<file path="src/rtl/mqa_pkg.sv">
`timescale 1ns/1ps
package mqa_pkg;
    localparam int CTX_COUNT = 19;
    localparam int ST_COUNT  = 47;
    localparam int IDX_W     = $clog2(ST_COUNT);
    localparam int QE_W      = 16;

    typedef logic [IDX_W-1:0] idx_t;

    typedef struct packed {
        idx_t idx;
        logic sense;
    } ctx_state_t;

    typedef struct packed {
        logic [QE_W-1:0] qe;
        idx_t            nmps;
        idx_t            nlps;
        logic            swap;
    } prob_row_t;

    function automatic prob_row_t mk(input logic [QE_W-1:0] q, input int nm,
                                     input int nl, input logic sw);
        prob_row_t r;
        r.qe   = q;
        r.nmps = idx_t'(nm);
        r.nlps = idx_t'(nl);
        r.swap = sw;
        return r;
    endfunction

    function automatic prob_row_t prob_row(input idx_t i);
        case (i)
            6'd0:  return mk(16'h5601,  1,  1, 1'b1);
            6'd1:  return mk(16'h3401,  2,  6, 1'b0);
            6'd2:  return mk(16'h1801,  3,  9, 1'b0);
            6'd3:  return mk(16'h0AC1,  4, 12, 1'b0);
            6'd4:  return mk(16'h0521,  5, 29, 1'b0);
            6'd5:  return mk(16'h0221, 38, 33, 1'b0);
            6'd6:  return mk(16'h5601,  7,  6, 1'b1);
            6'd7:  return mk(16'h5401,  8, 14, 1'b0);
            6'd8:  return mk(16'h4801,  9, 14, 1'b0);
            6'd9:  return mk(16'h3801, 10, 14, 1'b0);
            6'd10: return mk(16'h3001, 11, 17, 1'b0);
            6'd11: return mk(16'h2401, 12, 18, 1'b0);
            6'd12: return mk(16'h1C01, 13, 20, 1'b0);
            6'd13: return mk(16'h1601, 29, 21, 1'b0);
            6'd14: return mk(16'h5601, 15, 14, 1'b1);
            6'd15: return mk(16'h5401, 16, 14, 1'b0);
            6'd16: return mk(16'h5101, 17, 15, 1'b0);
            6'd17: return mk(16'h4801, 18, 16, 1'b0);
            6'd18: return mk(16'h3801, 19, 17, 1'b0);
            6'd19: return mk(16'h3401, 20, 18, 1'b0);
            6'd20: return mk(16'h3001, 21, 19, 1'b0);
            6'd21: return mk(16'h2801, 22, 19, 1'b0);
            6'd22: return mk(16'h2401, 23, 20, 1'b0);
            6'd23: return mk(16'h2201, 24, 21, 1'b0);
            6'd24: return mk(16'h1C01, 25, 22, 1'b0);
            6'd25: return mk(16'h1801, 26, 23, 1'b0);
            6'd26: return mk(16'h1601, 27, 24, 1'b0);
            6'd27: return mk(16'h1401, 28, 25, 1'b0);
            6'd28: return mk(16'h1201, 29, 26, 1'b0);
            6'd29: return mk(16'h1101, 30, 27, 1'b0);
            6'd30: return mk(16'h0AC1, 31, 28, 1'b0);
            6'd31: return mk(16'h09C1, 32, 29, 1'b0);
            6'd32: return mk(16'h08A1, 33, 30, 1'b0);
            6'd33: return mk(16'h0521, 34, 31, 1'b0);
            6'd34: return mk(16'h0441, 35, 32, 1'b0);
            6'd35: return mk(16'h02A1, 36, 33, 1'b0);
            6'd36: return mk(16'h0221, 37, 34, 1'b0);
            6'd37: return mk(16'h0141, 38, 35, 1'b0);
            6'd38: return mk(16'h0111, 39, 36, 1'b0);
            6'd39: return mk(16'h0085, 40, 37, 1'b0);
            6'd40: return mk(16'h0049, 41, 38, 1'b0);
            6'd41: return mk(16'h0025, 42, 39, 1'b0);
            6'd42: return mk(16'h0015, 43, 40, 1'b0);
            6'd43: return mk(16'h0009, 44, 41, 1'b0);
            6'd44: return mk(16'h0005, 45, 42, 1'b0);
            6'd45: return mk(16'h0001, 45, 43, 1'b0);
            6'd46: return mk(16'h5601, 46, 46, 1'b0);
            default: return mk(16'h5601, 46, 46, 1'b0);
        endcase
    endfunction

    // starting index of each context after reset
    function automatic idx_t start_idx(input int c);
        if (c == 0)  return idx_t'(4);
        if (c == 17) return idx_t'(3);
        if (c == 18) return idx_t'(46);
        return idx_t'(0);
    endfunction
endpackage

</file>
<file path="src/rtl/mqa_prob_rom.sv">
`timescale 1ns/1ps
module mqa_prob_rom
    import mqa_pkg::*;
(
    input  idx_t      idx,
    output prob_row_t row
);
    always_comb row = prob_row(idx);
endmodule

</file>
<file path="src/rtl/mqa_next_state.sv">
`timescale 1ns/1ps
module mqa_next_state
    import mqa_pkg::*;
(
    input  ctx_state_t cur,
    input  logic       dec,
    input  prob_row_t  row,
    output logic       is_mps,
    output ctx_state_t nxt
);
    always_comb begin
        is_mps = (dec == cur.sense);
        nxt    = cur;
        if (is_mps) begin
            nxt.idx = row.nmps;
        end else begin
            nxt.idx = row.nlps;
            if (row.swap) nxt.sense = ~cur.sense;
        end
    end
endmodule

</file>
<file path="src/rtl/mqa_ctx_mem.sv">
`timescale 1ns/1ps
module mqa_ctx_mem
    import mqa_pkg::*;
#(
    parameter int NUM_CTX = CTX_COUNT,
    localparam int CTX_W  = $clog2(NUM_CTX)
) (
    input  logic             clk,
    input  logic             rst,
    input  logic             wr_en,
    input  logic [CTX_W-1:0] wr_ctx,
    input  ctx_state_t       wr_state,
    input  logic             rd_en,
    input  logic [CTX_W-1:0] rd_ctx,
    output ctx_state_t       rd_state
);
    localparam logic [CTX_W-1:0] LAST_CTX = CTX_W'(NUM_CTX - 1);

    ctx_state_t mem [NUM_CTX];
    ctx_state_t stored;
    logic       bypass;

    always_comb begin
        stored = '0;
        if (rd_ctx <= LAST_CTX) stored = mem[rd_ctx];
        bypass = wr_en && (wr_ctx == rd_ctx);
    end

    always_ff @(posedge clk) begin
        if (rst) begin
            for (int k = 0; k < NUM_CTX; k++) begin
                mem[k].idx   <= start_idx(k);
                mem[k].sense <= 1'b0;
            end
        end else if (wr_en && (wr_ctx <= LAST_CTX)) begin
            mem[wr_ctx] <= wr_state;
        end
    end

    always_ff @(posedge clk) begin
        if (rst) rd_state <= '0;
        else if (rd_en) rd_state <= bypass ? wr_state : stored;
    end


    idx_range_chk: assert property (@(posedge clk) disable iff (rst)
        wr_en |-> (int'(wr_state.idx) < ST_COUNT));
endmodule

</file>
<file path="src/rtl/mq_ctx_adapt.sv">
`timescale 1ns/1ps
module mq_ctx_adapt
    import mqa_pkg::*;
#(
    parameter int NUM_CTX = CTX_COUNT,
    localparam int CTX_W  = $clog2(NUM_CTX)
) (
    input  logic             clk,
    input  logic             rst,
    input  logic             in_valid,
    output logic             in_ready,
    input  logic [CTX_W-1:0] in_ctx,
    input  logic             in_dec,
    output logic             out_valid,
    input  logic             out_ready,
    output logic [QE_W-1:0]  out_qe,
    output logic             out_is_mps
);
    logic             s1_valid;
    logic [CTX_W-1:0] s1_ctx;
    logic             s1_dec;
    logic             out_adv, s1_go, in_fire;
    ctx_state_t       cur, nxt;
    prob_row_t        row;
    logic             is_mps;

    assign out_adv  = !out_valid || out_ready;
    assign s1_go    = s1_valid && out_adv;
    assign in_ready = !s1_valid || out_adv;
    assign in_fire  = in_valid && in_ready;

    mqa_ctx_mem #(.NUM_CTX(NUM_CTX)) u_mem (
        .clk      (clk),
        .rst      (rst),
        .wr_en    (s1_go),
        .wr_ctx   (s1_ctx),
        .wr_state (nxt),
        .rd_en    (in_fire),
        .rd_ctx   (in_ctx),
        .rd_state (cur)
    );

    mqa_prob_rom u_rom (
        .idx (cur.idx),
        .row (row)
    );

    mqa_next_state u_next (
        .cur    (cur),
        .dec    (s1_dec),
        .row    (row),
        .is_mps (is_mps),
        .nxt    (nxt)
    );

    always_ff @(posedge clk) begin
        if (rst) begin
            s1_valid <= 1'b0;
            s1_ctx   <= '0;
            s1_dec   <= 1'b0;
        end else if (in_ready) begin
            s1_valid <= in_valid;
            if (in_valid) begin
                s1_ctx <= in_ctx;
                s1_dec <= in_dec;
            end
        end
    end

    always_ff @(posedge clk) begin
        if (rst) begin
            out_valid  <= 1'b0;
            out_qe     <= '0;
            out_is_mps <= 1'b0;
        end else if (out_adv) begin
            out_valid <= s1_valid;
            if (s1_valid) begin
                out_qe     <= row.qe;
                out_is_mps <= is_mps;
            end
        end
    end


    reset_idle_chk: assert property (@(posedge clk) disable iff (rst)
        $past(rst) |-> (!out_valid && in_ready));


    out_hold_chk: assert property (@(posedge clk) disable iff (rst)
        (out_valid && !out_ready) |=> (out_valid && $stable(out_qe) && $stable(out_is_mps)));


    drain_chk: assert property (@(posedge clk) disable iff (rst)
        (s1_valid && out_ready) |=> out_valid);


    sense_keep_chk: assert property (@(posedge clk) disable iff (rst)
        (s1_go && (is_mps || !row.swap)) |-> (nxt.sense == cur.sense));
endmodule

</file>
<file path="config.mk">
export PLATFORM = sky130hd
export DESIGN_NAME = mq_ctx_adapt
export DESIGN_NICKNAME = d
export VERILOG_FILES = /design/src/rtl/mqa_pkg.sv /design/src/rtl/mqa_prob_rom.sv /design/src/rtl/mqa_next_state.sv /design/src/rtl/mqa_ctx_mem.sv /design/src/rtl/mq_ctx_adapt.sv
export SDC_FILE = /design/constraint.sdc
export NUM_CORES = 1
export LEC_CHECK = 0
export BUFFER_PORTS_ARGS = -buffer_cell sky130_fd_sc_hd__buf_4
export CORE_ASPECT_RATIO = 0.75
export CORE_MARGIN = 1.5
export CORE_UTILIZATION = 54
export CTS_CLUSTER_DIAMETER = 60
export DETAILED_ROUTE_END_ITERATION = 12
export PLACE_DENSITY_LB_ADDON = 0.15
export SETUP_SLACK_MARGIN = 0.5
export SLEW_MARGIN = 20
export SYNTH_ARGS = -nofsm -noshare
export SYNTH_HDL_FRONTEND = slang
export SYNTH_SLANG_ARGS = --single-unit
</file>
<file path="constraint.sdc">
create_clock -name clk -period 2.9 [get_ports clk]
set_input_delay 0.145 -clock clk [delete_from_list [all_inputs] [get_ports clk]]
set_output_delay 0.145 -clock clk [all_outputs]
set_load 0.02 [all_outputs]
</file>
==> impl_metrics.json, run 1 <==
{
  "grt_max_degree": 24,
  "clock_sinks": 189,
  "antenna_found_initial": 0,
  "critPathSlowestCell": "mux4_2",
  "synthArstFlopShare_pct": 0,
  "start_util_pct": 56.0,
  "cts_max_path_buffers": 2,
  "grt_pass1_vias": 7558,
  "rsz0062_at_grt": "yes",
  "switching_share_pct": 28.7,
  "start_kind": "flop",
  "track_usage_pct": 34.4,
  "fp-row-count": 40,
  "r2r_cells": 11,
  "htree_levels": 4,
  "synth-edff-count": 133,
  "p_clk_share_pct": 33.9,
  "max_stage_delay_ns": 0.48,
  "crit_path_max_fanout": 4,
  "worstHoldPathType": "in2reg",
  "synthAdderAreaFrac_pct": 1.52,
  "die_h_um": 115,
  "ios": 29,
  "final_max_slew_viol_count": 0,
  "r2r_start": "u_mem.mem[0][1]",
  "cap_violations": 0,
  "clk_latency_ns": 0.44,
  "switchingPower_mw": 1.92,
  "via_per_inst": 6.31,
  "violations": "negative setup slack",
  "ys.warnings.count": 0,
  "core-area_um2": 16200,
  "hold_depth": 3,
  "pwr-share-seq_pct": 46.1,
  "synth_compound_area_share_pct": 11.0,
  "relSlewSlack_pct": 44.2,
  "route.detailed.drc": 0,
  "final_nets": 1037,
  "tritoncts": "done",
  "synth_xor_area_share_pct": 0.662,
  "dieArea_um2": 17600,
  "gp_congestion": 1.00,
  "fillers": 1152,
  "worstMarginPinSlew_ns": 0.821,
  "ys_types": 68,
  "timing.fmax_ghz": 0.339,
  "reg2reg_slack_ns": -0.05,
  "crit_chain": "mux4_2 -> mux2i_2 -> nor3_1 -> a2111o_1 -> a22oi_2 -> nor2_4 -> ha_4 -> buf_4 -> mux2i_1 -> a31oi_1 -> a311oi_1",
  "place_area_um2": 10600,
  "synth_simple_gate_area_share_pct": 17.2,
  "detail_route.first_pass.iterations": 6,
  "vias": 7816,
  "power_mw": 6.69,
  "p_leak_nw": 4.65,
  "p_per_area_nw_per_um2": 569,
  "fin_cells": 1239,
  "postSynthAreaPerCell_um2": 10.5,
  "wl_mm": 29.5,
  "wl_per_cell_um": 23.8,
  "final-hold-violation-count": 0,
  "diodes": 0,
  "area_delta_synth_final_pct": 29.5,
  "drt-initial-drc-count": 981,
  "clock_skew_ns": 0.0129,
  "end_kind": "flop",
  "root_buffer": "clkbuf_16",
  "synth_mux_area_share_pct": 9.07,
  "design_area_um2": 11800,
  "multi_input_area_um2": 4090,
  "post-place-cells": 1180,
  "power_frac_comb_pct": 20.0,
  "synth_ff_type": "edfxtp_1",
  "hold_end": "s1_ctx[4]",
  "drive_gt1_share_pct": 31.9,
  "synth-seq-area-share_pct": 56.3,
  "worstPathArrival_ns": 3.29,
  "ant_nets": 0,
  "synth_top_family_by_area": "simple AND/OR/NAND/NOR gates",
  "syn_area_um2": 9080,
  "outcome": "complete, but fails checks",
  "path_class": "reg2reg",
  "vdd_drop_max_v": 0.000454,
  "gr-total-overflow": 0,
  "synth-seq-cells": 189,
  "intPower_mw": 4.77,
  "crit_required_ns": 3.24,
  "cts-buffers-inserted": 17,
  "finalWorstSetupSlack_ns": -0.0482,
  "die_width_um": 153,
  "fin_crit_ns": 2.95,
  "syn_inst": 865,
  "period_share_pct": 102,
  "ff_latch_area_um2": 5120,
  "port_buffers": 26,
  "min-delay-start": "in_ctx[4]",
  "reg2reg_to": "u_rom.row[21]",
  "setup_viol": 1,
  "grt_first_pass_wirelength_mm": 44.5,
  "clkTransAtPathRegs_ns": 0.07,
  "dp_hpwl_mm": 21.0
}
-- registers in the layout (all words and copies together), names as in the netlist --
register,flops
out_is_mps,1
out_qe,14
out_valid,1
s1_ctx,5
s1_dec,1
s1_valid,1
u_mem.mem,133
u_mem.rd_state,7
u_rom.row,26
-- layout make-up --
class / count / area share [%]
Clock inverter: 12 / 0.979
Multi-Input combinational cell: 591 / 34.8
Sequential cell: 189 / 43.6
Inverter: 19 / 0.756
Timing Repair Buffer: 198 / 13.9
Tap cell: 210 / 2.24
Clock buffer: 20 / 3.80
-- layer usage --
| metal | vias up | track usage [%] | wire (µm) |
|---|---|---|---|
| li1 | 3417 | - | - |
| met1 | 3780 | 50.4 | 12500 |
| met2 | 550 | 48.3 | 12300 |
| met3 | 69 | 12.1 | 4180 |
| met4 | 0 | 10.1 | 621 |
| met5 | - | 0 | 0 |
-- metrics by stage --
stage / hold WS (ns) / util, % / setup WS (ns) / setup TNS [ns]
after global routing: 0.0327 / 72.5 / -0.114 / -0.436
final: 0.0301 / 72.5 / -0.0482 / -0.0482
after detailed placement: 0.417 / 65.2 / -0.369 / -2.52
after floorplan: 0.274 / - / 0.205 / 0
after global placement: 0.398 / 65.2 / -0.335 / -2.51
after CTS: 0.0209 / 71.3 / 0.0544 / 0
-- critical path, delay by kind of cell, from the launching register on --
family	cells	cell delay, ns
muxes	3	0.86
adders and majority gates	1	0.26
buffers and inverters	1	0.14
and+or+nand+nor	2	0.18
AOI/OAI and AO/OA	4	0.99
DFF	1	0.41
-- power by group through the flow --
stage / Combinational (mW) / Sequential, mW / Clock [mW]
6_report: 1.34 / 3.08 / 2.27
5_1_grt: 1.39 / 3.09 / 2.37
4_1_cts: 1.24 / 3.08 / 2.27
3_5_place_dp: 1.13 / 3.14 / 0
3_3_place_gp: 1.13 / 3.13 / 0
2_1_floorplan: 0.613 / 3.12 / 0
-- worst max-delay path by stage --
stage                startpoint  slack, ns       endpoint  cells past startpoint
2_1_floorplan  u_mem.mem[15][1]       0.20  u_rom.row[21]                     13
3_3_place_gp          in_ctx[0]      -0.34  u_rom.row[22]                     13
3_5_place_dp          in_ctx[0]      -0.37   u_rom.row[2]                     15
4_1_cts        u_mem.mem[11][1]       0.05   u_rom.row[2]                     12
5_1_grt         u_mem.mem[0][1]      -0.11   u_rom.row[2]                     12
6_report        u_mem.mem[0][1]      -0.05  u_rom.row[21]                     11
-- layout by cell type (no fill, tap or decap), types with 6 or more instances in the layout --
cell type  count
buf_4        175
mux2i_1       46
clkbuf_16     17
nand2_2        8
nand3_1       18
mux4_2        11
dfxtp_1       53
o21ai_1        6
nor2_1       154
a22oi_1       15
mux2i_2        8
a22oi_2        6
a31oi_1       11
nand4_1        9
edfxtp_1     133
buf_12         7
nand2_1       98
inv_1         12
buf_6         13
nor3_1         8
and2_1         8
a21oi_1       41
o21ai_0       10
-- logic make-up (layout without fill, tap and decap cells) --
kind of cell	after synthesis	in the layout
fa+ha+maj	11	11
mux	68	68
xor+xnor	6	6
buf+inv	86	249
simple gates	357	357
compound gates	147	147
other cells	1	2
flops	189	189
-- Yosys cell counts (4+ instances only) --
master | count | area, µm²
nand3_1 | 20 | 100
dfxtp_1 | 56 | 1120
nor2b_1 | 4 | 25.0
edfxtp_1 | 133 | 3990
buf_1 | 5 | 18.8
inv_1 | 18 | 67.6
nand2_1 | 110 | 413
buf_2 | 12 | 60.1
buf_4 | 6 | 45.0
nor3_1 | 15 | 75.1
nor3b_1 | 4 | 30.0
nand2b_1 | 4 | 25.0
o21ai_0 | 17 | 85.1
mux4_2 | 10 | 225
nand4_1 | 9 | 56.3
xnor2_1 | 4 | 35.0
a221oi_1 | 5 | 43.8
nor2_1 | 158 | 593
o31ai_1 | 5 | 37.5
a21oi_1 | 45 | 225
a31oi_1 | 12 | 75.1
and2_1 | 11 | 68.8
mux2i_1 | 56 | 561
and3_1 | 6 | 37.5
a22oi_1 | 20 | 150
clkbuf_1 | 41 | 154
ha_1 | 11 | 138
-- what timing repair did --
| item | CTS | global route |
|---|---|---|
| gates resized for setup | 64 | 35 |
| hold buffers | 2 | 0 |
| endpoints found under the hold margin | 2 | 0 |
| setup buffers | 15 | 10 |
| pin swaps | 25 | 14 |
| endpoints found under the setup margin | 48 | 122 |
Power figures use the tool's default switching activity.
==> run 2, diff against run 1 <==
--- a/config.mk
+++ b/config.mk
@@ -7,7 +7,9 @@
 export LEC_CHECK = 0
 export BUFFER_PORTS_ARGS = -buffer_cell sky130_fd_sc_hd__buf_4
+export CELL_PAD_IN_SITES_DETAIL_PLACEMENT = 0
+export CELL_PAD_IN_SITES_GLOBAL_PLACEMENT = 2
 export CORE_ASPECT_RATIO = 0.75
 export CORE_MARGIN = 1.5
-export CORE_UTILIZATION = 54
+export CORE_UTILIZATION = 36
 export CTS_CLUSTER_DIAMETER = 60
 export DETAILED_ROUTE_END_ITERATION = 12
==> constraint.sdc (replaced) <==
create_clock -name clk -period 2.43 [get_ports clk]
set_input_delay 0 -clock clk [delete_from_list [all_inputs] [get_ports clk]]
set_output_delay 0 -clock clk [all_outputs]
set_load 0.02 [all_outputs]
==> impl_metrics.json, run 2 (synthesis gave the netlist of run 1 again) <==
{
  "critPathMostFrequentCell": "mux2i_1",
  "wl_per_cell_um": 22.4,
  "gr-total-overflow": 0,
  "clock_skew_ns": 0.0142,
  "cts_max_path_buffers": 2,
  "drt-initial-drc-count": 712,
  "die_h_um": 141,
  "tritoncts": "done",
  "track_usage_pct": 24.6,
  "final_nets": 1077,
  "worstMarginPinSlew_ns": 0.585,
  "top_register": "u_mem.mem",
  "crit_path_max_fanout": 5,
  "vias": 7701,
  "crit_family": "compound AO/OA/AOI/OAI gates",
  "grt_first_pass_wirelength_mm": 47.5,
  "path_class": "reg2reg",
  "start_util_pct": 36.5,
  "cap_violations": 0,
  "grt_max_degree": 23,
  "grt_pass1_vias": 7600,
  "mostFrequentLayoutCells": "buf_4, nor2_1, edfxtp_1",
  "detail_route.first_pass.iterations": 5,
  "fp-row-count": 50,
  "drive_gt1_share_pct": 37.8,
  "crit_chain": "mux4_2 -> mux2i_1 -> nor3_1 -> a2111o_1 -> a22oi_2 -> nor2_4 -> ha_4 -> mux2i_1 -> a31oi_1 -> a311oi_4",
  "period_share_pct": 118,
  "final_max_slew_viol_count": 0,
  "core-area_um2": 24800,
  "area_delta_synth_final_pct": 38.7,
  "tns_ns": -8.25,
  "setup_viol": 27,
  "vdd_drop_max_v": 0.000577,
  "route.detailed.drc": 0,
  "fin_cells": 1407,
  "final-hold-violation-count": 0,
  "end_kind": "flop",
  "diodes": 0,
  "rsz0062_at_grt": "yes",
  "start_kind": "flop",
  "met3_usage_pct": 6.39,
  "via_per_inst": 5.47,
  "violations": "negative setup slack",
  "clock_sinks": 189,
  "die_width_um": 186,
  "dp_hpwl_mm": 22.6,
  "htree_levels": 4,
  "root_buffer": "clkbuf_16",
  "antenna_found_initial": 0,
  "clk_latency_ns": 0.44,
  "outcome": "complete, but fails checks",
  "fin_crit_ns": 2.87,
  "finalWorstSetupSlack_ns": -0.441,
  "relSlewSlack_pct": 61.0,
  "worstHoldPathType": "in2reg",
  "gr-usage-met2_pct": 34.7,
  "worstPathArrival_ns": 3.18,
  "critPathSlowestCell": "mux4_2",
  "final_common_cell": "buf_4",
  "grt_util_met1_pct": 37.3,
  "wl_mm": 31.5,
  "largest_reg_flops": 133,
  "post-place-cells": 1340,
  "dieArea_um2": 26200,
  "fin_util_pct": 50.7,
  "holdWs_ns": 0.0336,
  "crit_required_ns": 2.74,
  "cts-buffers-inserted": 17,
  "gp_congestion": 0.950,
  "ios": 29,
  "p_per_area_nw_per_um2": 659,
  "port_buffers": 26,
  "clkTransAtPathRegs_ns": 0.07,
  "fillers": 2256,
  "busiest_layer": "met1",
  "worst-path-buf-inv": 0,
  "p_leak_nw": 4.91,
  "timing.fmax_ghz": 0.348,
  "max_stage_delay_ns": 0.49,
  "ant_nets": 0
}
-- run 2: cell count changes in the layout (fill, tap and decap cells not counted), moves of 4 or more --
cell | before | now
nand2_1 | 98 | 87
buf_4 | 175 | 194
a21oi_1 | 41 | 36
nand2_2 | 8 | 15
a21oi_2 | 3 | 9
dlygate4sd3_1 | 2 | 7
nand2_4 | 3 | 7
o21ai_1 | 6 | 2
buf_6 | 13 | 26
o21ai_2 | 0 | 4
-- run 2: layout make-up --
cell class	count	area (µm²)	share of cell area (%)
Clock inverter	10	86.3	0.686
Timing Repair Buffer	236	1980	15.7
Sequential cell	189	5120	40.7
Inverter	19	101	0.805
Clock buffer	22	528	4.19
Multi-Input combinational cell	592	4350	34.5
Timing Repair inverter	1	5.00	0.0397
Tap cell	338	423	3.36
-- run 2: power by group --
part	internal [mW]	total (mW)	switching, mW
Sequential	3.60	3.69	0.0876
Clock	1.61	2.88	1.27
Combinational	0.721	1.72	1.00
-- run 2: tightest hold or removal path: stages --
cell,delay [ns]
buf_4,0.13
buf_4,0.18
nand2_1,0.07
a21oi_1,0.05
-- run 2: timing repair --
item | CTS | global route
pin swaps | 41 | 23
gates cloned | 2 | 0
endpoints found under the setup margin | 215 | 190
hold buffers | 7 | 0
endpoints found under the hold margin | 10 | 0
resized for setup | 120 | 43
setup buffers | 20 | 6
-- run 2: layer usage --
| metal | routed length (µm) | vias up |
|---|---|---|
| met2 | 12900 | 337 |
| li1 | - | 3508 |
| met3 | 2900 | 33 |
| met5 | 0 | - |
| met4 | 403 | 0 |
| met1 | 15300 | 3823 |
-- run 2: final timing paths --
| kind | start | end | slack [ns] | cells past startpoint |
|---|---|---|---|---|
| min reg2reg | u_rom.row[21] | out_qe[8] | 0.45 | 2 |
| min | in_ctx[3] | s1_ctx[3] | 0.03 | 4 |
| max | u_mem.mem[5][1] | u_rom.row[21] | -0.44 | 10 |
| max reg2reg | u_mem.mem[5][1] | u_rom.row[21] | -0.44 | 10 |
-- run 2: per-stage QoR --
| step | cell area (µm²) | total power, mW | worst slack, ns |
|---|---|---|---|
| global placement | 11000 | 5.16 | -0.812 |
| finish | 12600 | 8.29 | -0.441 |
| detailed placement | 11000 | 5.16 | -0.814 |
| global route | 12600 | 8.57 | -0.495 |
| floorplan | 9310 | 4.46 | -0.265 |
| CTS | 12300 | 8.23 | -0.376 |
